**src/rtl/psr_pkg.sv**
```systemverilog
`timescale 1ns/1ps
package psr_pkg;

   localparam int unsigned PSR_W = 8;

   // Flag positions inside the status byte
   localparam int unsigned FC = 0;
   localparam int unsigned FZ = 1;
   localparam int unsigned FI = 2;
   localparam int unsigned FD = 3;
   localparam int unsigned FB = 4;
   localparam int unsigned FT = 5;
   localparam int unsigned FV = 6;
   localparam int unsigned FN = 7;

   typedef logic [PSR_W-1:0] psr_t;

   typedef enum logic [2:0] {
      OPC_BIN   = 3'd0,
      OPC_DEC   = 3'd1,
      OPC_MOVE  = 3'd2,
      OPC_SHIFT = 3'd3,
      OPC_BTEST = 3'd4
   } op_class_e;

   typedef enum logic [2:0] {
      SEL_C = 3'd0,
      SEL_I = 3'd1,
      SEL_D = 3'd2,
      SEL_T = 3'd3,
      SEL_V = 3'd4
   } cmd_sel_e;

   typedef struct packed {
      psr_t value;
      psr_t known;
   } psr_upd_t;

   function automatic psr_t bit_of(input int unsigned idx);
      return psr_t'(1) << idx;
   endfunction

endpackage

```
**src/rtl/psr_alu_flags.sv**
```systemverilog
`timescale 1ns/1ps
module psr_alu_flags
   import psr_pkg::*;
#(
   parameter int unsigned RES_W        = 8,
   parameter bit          DEC_HOLD_ZVN = 1'b1
) (
   input  logic [2:0]       op,
   input  logic [RES_W-1:0] result,
   input  logic             carry,
   input  logic             ovf,
   input  logic [RES_W-1:0] operand,
   input  psr_t             cur,
   input  psr_t             cur_known,
   output psr_upd_t         upd
);

   localparam int unsigned MSB  = RES_W - 1;
   localparam int unsigned MSB1 = RES_W - 2;

   logic res_zero;
   logic res_neg;
   logic bt_zero;
   logic dec_z;
   logic dec_v;
   logic dec_n;

   assign res_zero = ~|result;
   assign res_neg  = result[MSB];
   assign bt_zero  = ~|(result & operand);

   // Decimal arithmetic: either keep the old Z/V/N values or let the raw
   // binary indications through; in both cases they are marked undefined.
   generate
      if (DEC_HOLD_ZVN) begin : g_dec_hold
         assign dec_z = cur[FZ];
         assign dec_v = cur[FV];
         assign dec_n = cur[FN];
      end else begin : g_dec_raw
         assign dec_z = res_zero;
         assign dec_v = ovf;
         assign dec_n = res_neg;
      end
   endgenerate

   always_comb begin
      upd.value = cur;
      upd.known = cur_known;
      case (op_class_e'(op))
         OPC_BIN: begin
            upd.value[FC] = carry;
            upd.value[FZ] = res_zero;
            upd.value[FV] = ovf;
            upd.value[FN] = res_neg;
            upd.known     = cur_known | bit_of(FC) | bit_of(FZ) | bit_of(FV) | bit_of(FN);
         end
         OPC_DEC: begin
            upd.value[FC] = carry;
            upd.value[FZ] = dec_z;
            upd.value[FV] = dec_v;
            upd.value[FN] = dec_n;
            upd.known     = (cur_known | bit_of(FC)) & ~(bit_of(FZ) | bit_of(FV) | bit_of(FN));
         end
         OPC_MOVE: begin
            upd.value[FZ] = res_zero;
            upd.value[FN] = res_neg;
            upd.known     = cur_known | bit_of(FZ) | bit_of(FN);
         end
         OPC_SHIFT: begin
            upd.value[FC] = carry;
            upd.value[FZ] = res_zero;
            upd.value[FN] = res_neg;
            upd.known     = cur_known | bit_of(FC) | bit_of(FZ) | bit_of(FN);
         end
         OPC_BTEST: begin
            upd.value[FZ] = bt_zero;
            upd.value[FV] = operand[MSB1];
            upd.value[FN] = operand[MSB];
            upd.known     = cur_known | bit_of(FZ) | bit_of(FV) | bit_of(FN);
         end
         default: begin
            upd.value = cur;
            upd.known = cur_known;
         end
      endcase
   end

endmodule

```
**src/rtl/psr_cmd_unit.sv**
```systemverilog
`timescale 1ns/1ps
module psr_cmd_unit
   import psr_pkg::*;
(
   input  logic [2:0] sel,
   input  logic       set_val,
   input  psr_t       cur,
   input  psr_t       cur_known,
   output psr_upd_t   upd
);

   always_comb begin
      upd.value = cur;
      upd.known = cur_known;
      case (cmd_sel_e'(sel))
         SEL_C: begin
            upd.value[FC] = set_val;
            upd.known[FC] = 1'b1;
         end
         SEL_I: begin
            upd.value[FI] = set_val;
            upd.known[FI] = 1'b1;
         end
         SEL_D: begin
            upd.value[FD] = set_val;
            upd.known[FD] = 1'b1;
         end
         SEL_T: begin
            upd.value[FT] = set_val;
            upd.known[FT] = 1'b1;
         end
         SEL_V: begin
            // overflow can only be cleared by command
            if (!set_val) begin
               upd.value[FV] = 1'b0;
               upd.known[FV] = 1'b1;
            end
         end
         default: begin
            upd.value = cur;
            upd.known = cur_known;
         end
      endcase
   end

endmodule

```
**src/rtl/psr_push_former.sv**
```systemverilog
`timescale 1ns/1ps
module psr_push_former
   import psr_pkg::*;
(
   input  psr_t status,
   input  logic brk,
   output psr_t push_byte
);

   generate
      for (genvar gi = 0; gi < PSR_W; gi++) begin : g_bit
         if (gi == FB) begin : g_brk
            assign push_byte[gi] = brk;
         end else begin : g_copy
            assign push_byte[gi] = status[gi];
         end
      end
   endgenerate

endmodule

```
**src/rtl/psr_flag_unit.sv**
```systemverilog
`timescale 1ns/1ps
module psr_flag_unit
   import psr_pkg::*;
#(
   parameter int unsigned RES_W        = 8,
   parameter bit          DEC_HOLD_ZVN = 1'b1
) (
   input  logic             clk,
   input  logic             rst_n,
   input  logic             alu_valid,
   input  logic [2:0]       alu_op,
   input  logic [RES_W-1:0] alu_result,
   input  logic             alu_carry,
   input  logic             alu_ovf,
   input  logic [RES_W-1:0] bit_operand,
   input  logic             cmd_valid,
   input  logic [2:0]       cmd_sel,
   input  logic             cmd_set,
   input  logic             irq_enter,
   input  logic             push_brk,
   input  logic             pop_valid,
   input  logic [7:0]       pop_byte,
   output logic [7:0]       status,
   output logic [7:0]       push_byte,
   output logic [7:0]       flags_known,
   output logic             zvn_invalid
);

   localparam psr_t RST_VALUE = bit_of(FI);
   localparam psr_t RST_KNOWN = bit_of(FI) | bit_of(FB);
   localparam psr_t B_MASK    = bit_of(FB);
   localparam psr_t ZVN_MASK  = bit_of(FZ) | bit_of(FV) | bit_of(FN);

   initial begin : chk_params
      if (RES_W < 2) $error("psr_flag_unit: RES_W must be at least 2");
   end

   psr_t     status_q;
   psr_t     known_q;
   psr_upd_t alu_upd;
   psr_upd_t cmd_upd;
   psr_upd_t nxt;

   psr_alu_flags #(
      .RES_W        (RES_W),
      .DEC_HOLD_ZVN (DEC_HOLD_ZVN)
   ) alu_flags_i (
      .op        (alu_op),
      .result    (alu_result),
      .carry     (alu_carry),
      .ovf       (alu_ovf),
      .operand   (bit_operand),
      .cur       (status_q),
      .cur_known (known_q),
      .upd       (alu_upd)
   );

   psr_cmd_unit cmd_unit_i (
      .sel       (cmd_sel),
      .set_val   (cmd_set),
      .cur       (status_q),
      .cur_known (known_q),
      .upd       (cmd_upd)
   );

   psr_push_former push_former_i (
      .status    (status_q),
      .brk       (push_brk),
      .push_byte (push_byte)
   );

   // Source selection: stack reload, interrupt entry, ALU, command
   always_comb begin
      nxt.value = status_q;
      nxt.known = known_q;
      if (pop_valid) begin
         nxt.value = pop_byte & ~B_MASK;
         nxt.known = '1;
      end else if (irq_enter) begin
         nxt.value = status_q | bit_of(FI);
         nxt.known = known_q  | bit_of(FI);
      end else if (alu_valid) begin
         nxt = alu_upd;
      end else if (cmd_valid) begin
         nxt = cmd_upd;
      end
   end

   always_ff @(posedge clk or negedge rst_n) begin
      if (!rst_n) begin
         status_q <= RST_VALUE;
         known_q  <= RST_KNOWN;
      end else begin
         status_q <= nxt.value;
         known_q  <= nxt.known;
      end
   end

   assign status      = status_q;
   assign flags_known = known_q;
   assign zvn_invalid = (known_q & ZVN_MASK) != ZVN_MASK;

   // stored break flag never reads 1
   a_r8_break_reads_zero: assert property (@(posedge clk) disable iff (!rst_n)
      status[FB] == 1'b0);

   // pushed byte carries the break cause in bit 4, other bits from status
   a_r8_push_matches: assert property (@(posedge clk) disable iff (!rst_n)
      ((push_byte & ~B_MASK) == (status & ~B_MASK)) && (push_byte[FB] == push_brk));

   // reload takes the popped byte minus break, all flags defined
   a_r10_pop_load: assert property (@(posedge clk) disable iff (!rst_n)
      pop_valid |=> (status == ($past(pop_byte) & ~B_MASK)) && (flags_known == 8'hFF));

   // interrupt entry raises I
   a_r9_irq_sets_i: assert property (@(posedge clk) disable iff (!rst_n)
      (irq_enter && !pop_valid) |=> status[FI]);

   // interrupt entry leaves every other flag alone even with ALU active
   a_r11_irq_over_alu: assert property (@(posedge clk) disable iff (!rst_n)
      (irq_enter && !pop_valid) |=> ((status & ~bit_of(FI)) == ($past(status) & ~bit_of(FI))));

   // bit test copies the two top operand bits into N and V
   a_r6_bittest_nv: assert property (@(posedge clk) disable iff (!rst_n)
      (alu_valid && alu_op == 3'd4 && !pop_valid && !irq_enter) |=>
         (status[FN] == $past(bit_operand[RES_W-1])) && (status[FV] == $past(bit_operand[RES_W-2])));

   // decimal arithmetic leaves Z, V, N undefined
   a_r3_dec_invalid: assert property (@(posedge clk) disable iff (!rst_n)
      (alu_valid && alu_op == 3'd1 && !pop_valid && !irq_enter) |=> zvn_invalid);

   // a set command aimed at V changes nothing
   a_r7_v_set_ignored: assert property (@(posedge clk) disable iff (!rst_n)
      (cmd_valid && cmd_sel == 3'd4 && cmd_set && !alu_valid && !pop_valid && !irq_enter) |=>
         ($stable(status) && $stable(flags_known)));

endmodule

```
**config.mk**
```make
export PLATFORM = sky130hd
export DESIGN_NAME = psr_flag_unit
export DESIGN_NICKNAME = d
export VERILOG_FILES = /design/src/rtl/psr_pkg.sv /design/src/rtl/psr_alu_flags.sv /design/src/rtl/psr_cmd_unit.sv /design/src/rtl/psr_push_former.sv /design/src/rtl/psr_flag_unit.sv
export SDC_FILE = /design/constraint.sdc
export NUM_CORES = 1
export LEC_CHECK = 0
export ABC_AREA = 1
export CORE_MARGIN = 4
export CORE_UTILIZATION = 35
export DETAILED_ROUTE_END_ITERATION = 10
export PLACE_DENSITY = 0.8
export SETUP_SLACK_MARGIN = 0.5
export SYNTH_ARGS = -nofsm -noshare
export SYNTH_HDL_FRONTEND = slang
export SYNTH_SLANG_ARGS = --single-unit
```
**constraint.sdc**
```tcl
create_clock -name clk -period 1.5 [get_ports clk]
set_input_delay 0.3 -clock clk [delete_from_list [all_inputs] [get_ports clk]]
set_output_delay 0.3 -clock clk [all_outputs]
set_load 0.01 [all_outputs]
```
==> results.sh <==
export IMPL_status="finished clean"
export IMPL_clkSinkCount=14
export IMPL_grt_pass1_wl_um=4388
export IMPL_cp_arrival_ns=0.94
export IMPL_wl_per_cell_um=11.70
export IMPL_hold_viol=0
export IMPL_worst_path_buf_inv=1
export IMPL_maxCapViolCount=0
export IMPL_nFillCells=225
export IMPL_initial_utilization=0.3791
export IMPL_synth_nets=193
export IMPL_cp_end_kind="output pin"
export IMPL_die_area_um2=3689
export IMPL_root_buffer="clkbuf_4"
export IMPL_cp_required_ns=1.20
export IMPL_synthCells=153
export IMPL_fp_coreArea_um2=2567
export IMPL_synth_flop_cell="dfrtp_1"
export IMPL_fmax_ghz=0.8051
export IMPL_ir_drop_mv=0.4738
export IMPL_tns_ns=0
export IMPL_finClkSkew_ns=0
export IMPL_period_share=0.8281
export IMPL_drt_wl_total_um=3019
export IMPL_grt_setup_unrepaired="true"
export IMPL_cpPeakStageDelay_ns=0.54
export IMPL_maxSlewViolCount=0
export IMPL_ant_nets=0
export IMPL_utilization=0.6633
export IMPL_drtIter0Drc=41
export IMPL_synthArstFlopShare=1.000
export IMPL_overflow=0
export IMPL_port_buffers=60
export IMPL_power_density_nw_per_um2=650.6
export IMPL_synth_top_area_frac=0.2828
export IMPL_synth_largest_area_cell="dfrtp_1"
export IMPL_h_tree_depth=1
export IMPL_setup_viol_count_final=0
export IMPL_cts_tree="built"
export IMPL_drive_gt1_frac=0.3684
export IMPL_clock_latency_ns=0.27
export IMPL_antennaDiodeCount=0
export IMPL_power_leakage_nw=0.9954
export IMPL_critPathMaxFanout=3
export IMPL_critical_path_class="flop to output pin"
export IMPL_ctsHoldBuffers=0
export IMPL_synth_most_common_cell="nand2_1"
export IMPL_crit_path_cell_trace="buf_2"
export IMPL_ys_top_cells_by_area="dfrtp_1, nand2_1, dfstp_2"
export IMPL_io_pins=65
export IMPL_synth_edf_count=0
export IMPL_r2r_start="flags_known[1]$_DFFE_PN0P_"
export IMPL_grt_start_max_net_pins=15
export IMPL_synth_seq_cells=14
export IMPL_hp_class="primary input to async pin"
export IMPL_place_congestion=0.8286
export IMPL_die_w_um=60.74
export IMPL_cts_path_max_buffers=2
export IMPL_drt_pass1_iterations=4
export IMPL_clk_pin_slew_ns=0.08
export IMPL_yosys_top_cells_count="nand2_1, nor2_1, inv_1"
export IMPL_numCtsBuffers=3
export IMPL_start_kind="flop"
export IMPL_route_vias_total=1172
export IMPL_dieHeight_um=60.74
export IMPL_rows=18
export IMPL_via_per_inst=4.543
export IMPL_dp_hpwl_um=2429
export IMPL_yosys_cell_types_count=19
export IMPL_min_period_ns=1.242
export IMPL_grt_pass1_vias=1051
export IMPL_startpoint="status[2]$_DFFE_PN1P_"
export IMPL_synth_avg_cell_area_um2=6.362
export IMPL_syn2layout_area_growth_pct=74.94
export IMPL_yosys_warnings=0
export IMPL_cp_top_family="flip-flops"
export IMPL_ys_seq_area_frac=0.3638
export IMPL_drc_errors=0
export IMPL_crit_slowest_cell="dfstp_2"
export IMPL_syn_area_um2=973.4
export IMPL_grt_use_total=0.1578
export IMPL_antenna_found_initial=0
export IMPL_nets=269
[placed cells by master, fill, tap and decap left out, types with 8 or more instances in the layout]
cell	netlist	routed
inv_2	1	8
nor2_1	20	13
clkdlybuf4s50_1	0	11
inv_1	18	11
dlymetal6s2s_1	0	15
buf_2	0	21
o21ai_1	3	9
dfrtp_1	11	11
buf_4	10	22
nand2_1	55	50
[final timing paths]
path                                               to  depth (start not counted)  slack, ns
min in group clk                status[1]$_DFFE_PN0P_                          6       0.42
min                             status[3]$_DFFE_PN0P_                          2       0.32
max in group asynchronous       status[2]$_DFFE_PN1P_                          2       0.95
max                                      push_byte[2]                          1       0.26
max reg2reg                flags_known[1]$_DFFE_PN0P_                          3       0.61
min reg2reg                flags_known[3]$_DFFE_PN0P_                          2       0.49
[flip-flops by register name, summed over array words and instances, names as in the netlist]
register	cells
flags_known	7
status	7
[logic make-up after synthesis]
kind of cell / share of synthesized area
and+or+nand+nor: 0.3522
AOI/OAI and AO/OA: 0.1183
other: 0.003852
DFF: 0.3638
buffers and inverters: 0.1619
[through the flow]
step | setup WS (ns) | instances | total power, mW | hold slack, ns | instance area [µm²]
final | 0.2579 | 258 | 1.108 | 0.3194 | 1703
after global routing | 0.2220 | 258 | 1.178 | 0.3271 | 1703
after CTS | 0.2403 | 255 | 1.101 | 0.3136 | 1624
after detailed placement | -0.1813 | 246 | 0.8733 | 0.4585 | 1630
after global placement | -0.1671 | 246 | 0.8639 | 0.4461 | 1630
after floorplan | 0.5002 | 153 | 0.6219 | 0.004409 | 973.4
[per-layer routing]
metal,up-vias,track usage,share of wire
met3,4,0.01064,0.057
met4,0,0.08669,0.014
li1,617,-,-
met5,-,0,0
met1,521,0.1900,0.39
met2,30,0.2779,0.53
[power by group]
group	internal, mW	total [mW]	switching, mW
clock	0.147	0.262	0.114
sequential	0.411	0.434	0.0236
combinational	0.217	0.412	0.195
total	0.775	1.11	0.333
[layout make-up]
class | count | area [µm²] | share of cell area
well taps | 30 | 37.54 | 0.02204
clock buffers | 4 | 36.28 | 0.02131
multi-input cells | 109 | 519.2 | 0.3049
inverters | 19 | 71.32 | 0.04188
flip-flops and latches | 14 | 354.1 | 0.2079
repair buffers | 82 | 684.4 | 0.4019
[timing repair]
action	CTS	global route
setup buffers	5	3
pin swaps	10	19
setup endpoints to repair	37	33
gates resized for setup	130	45
No activity file was read; power rests on OpenSTA's default activity.
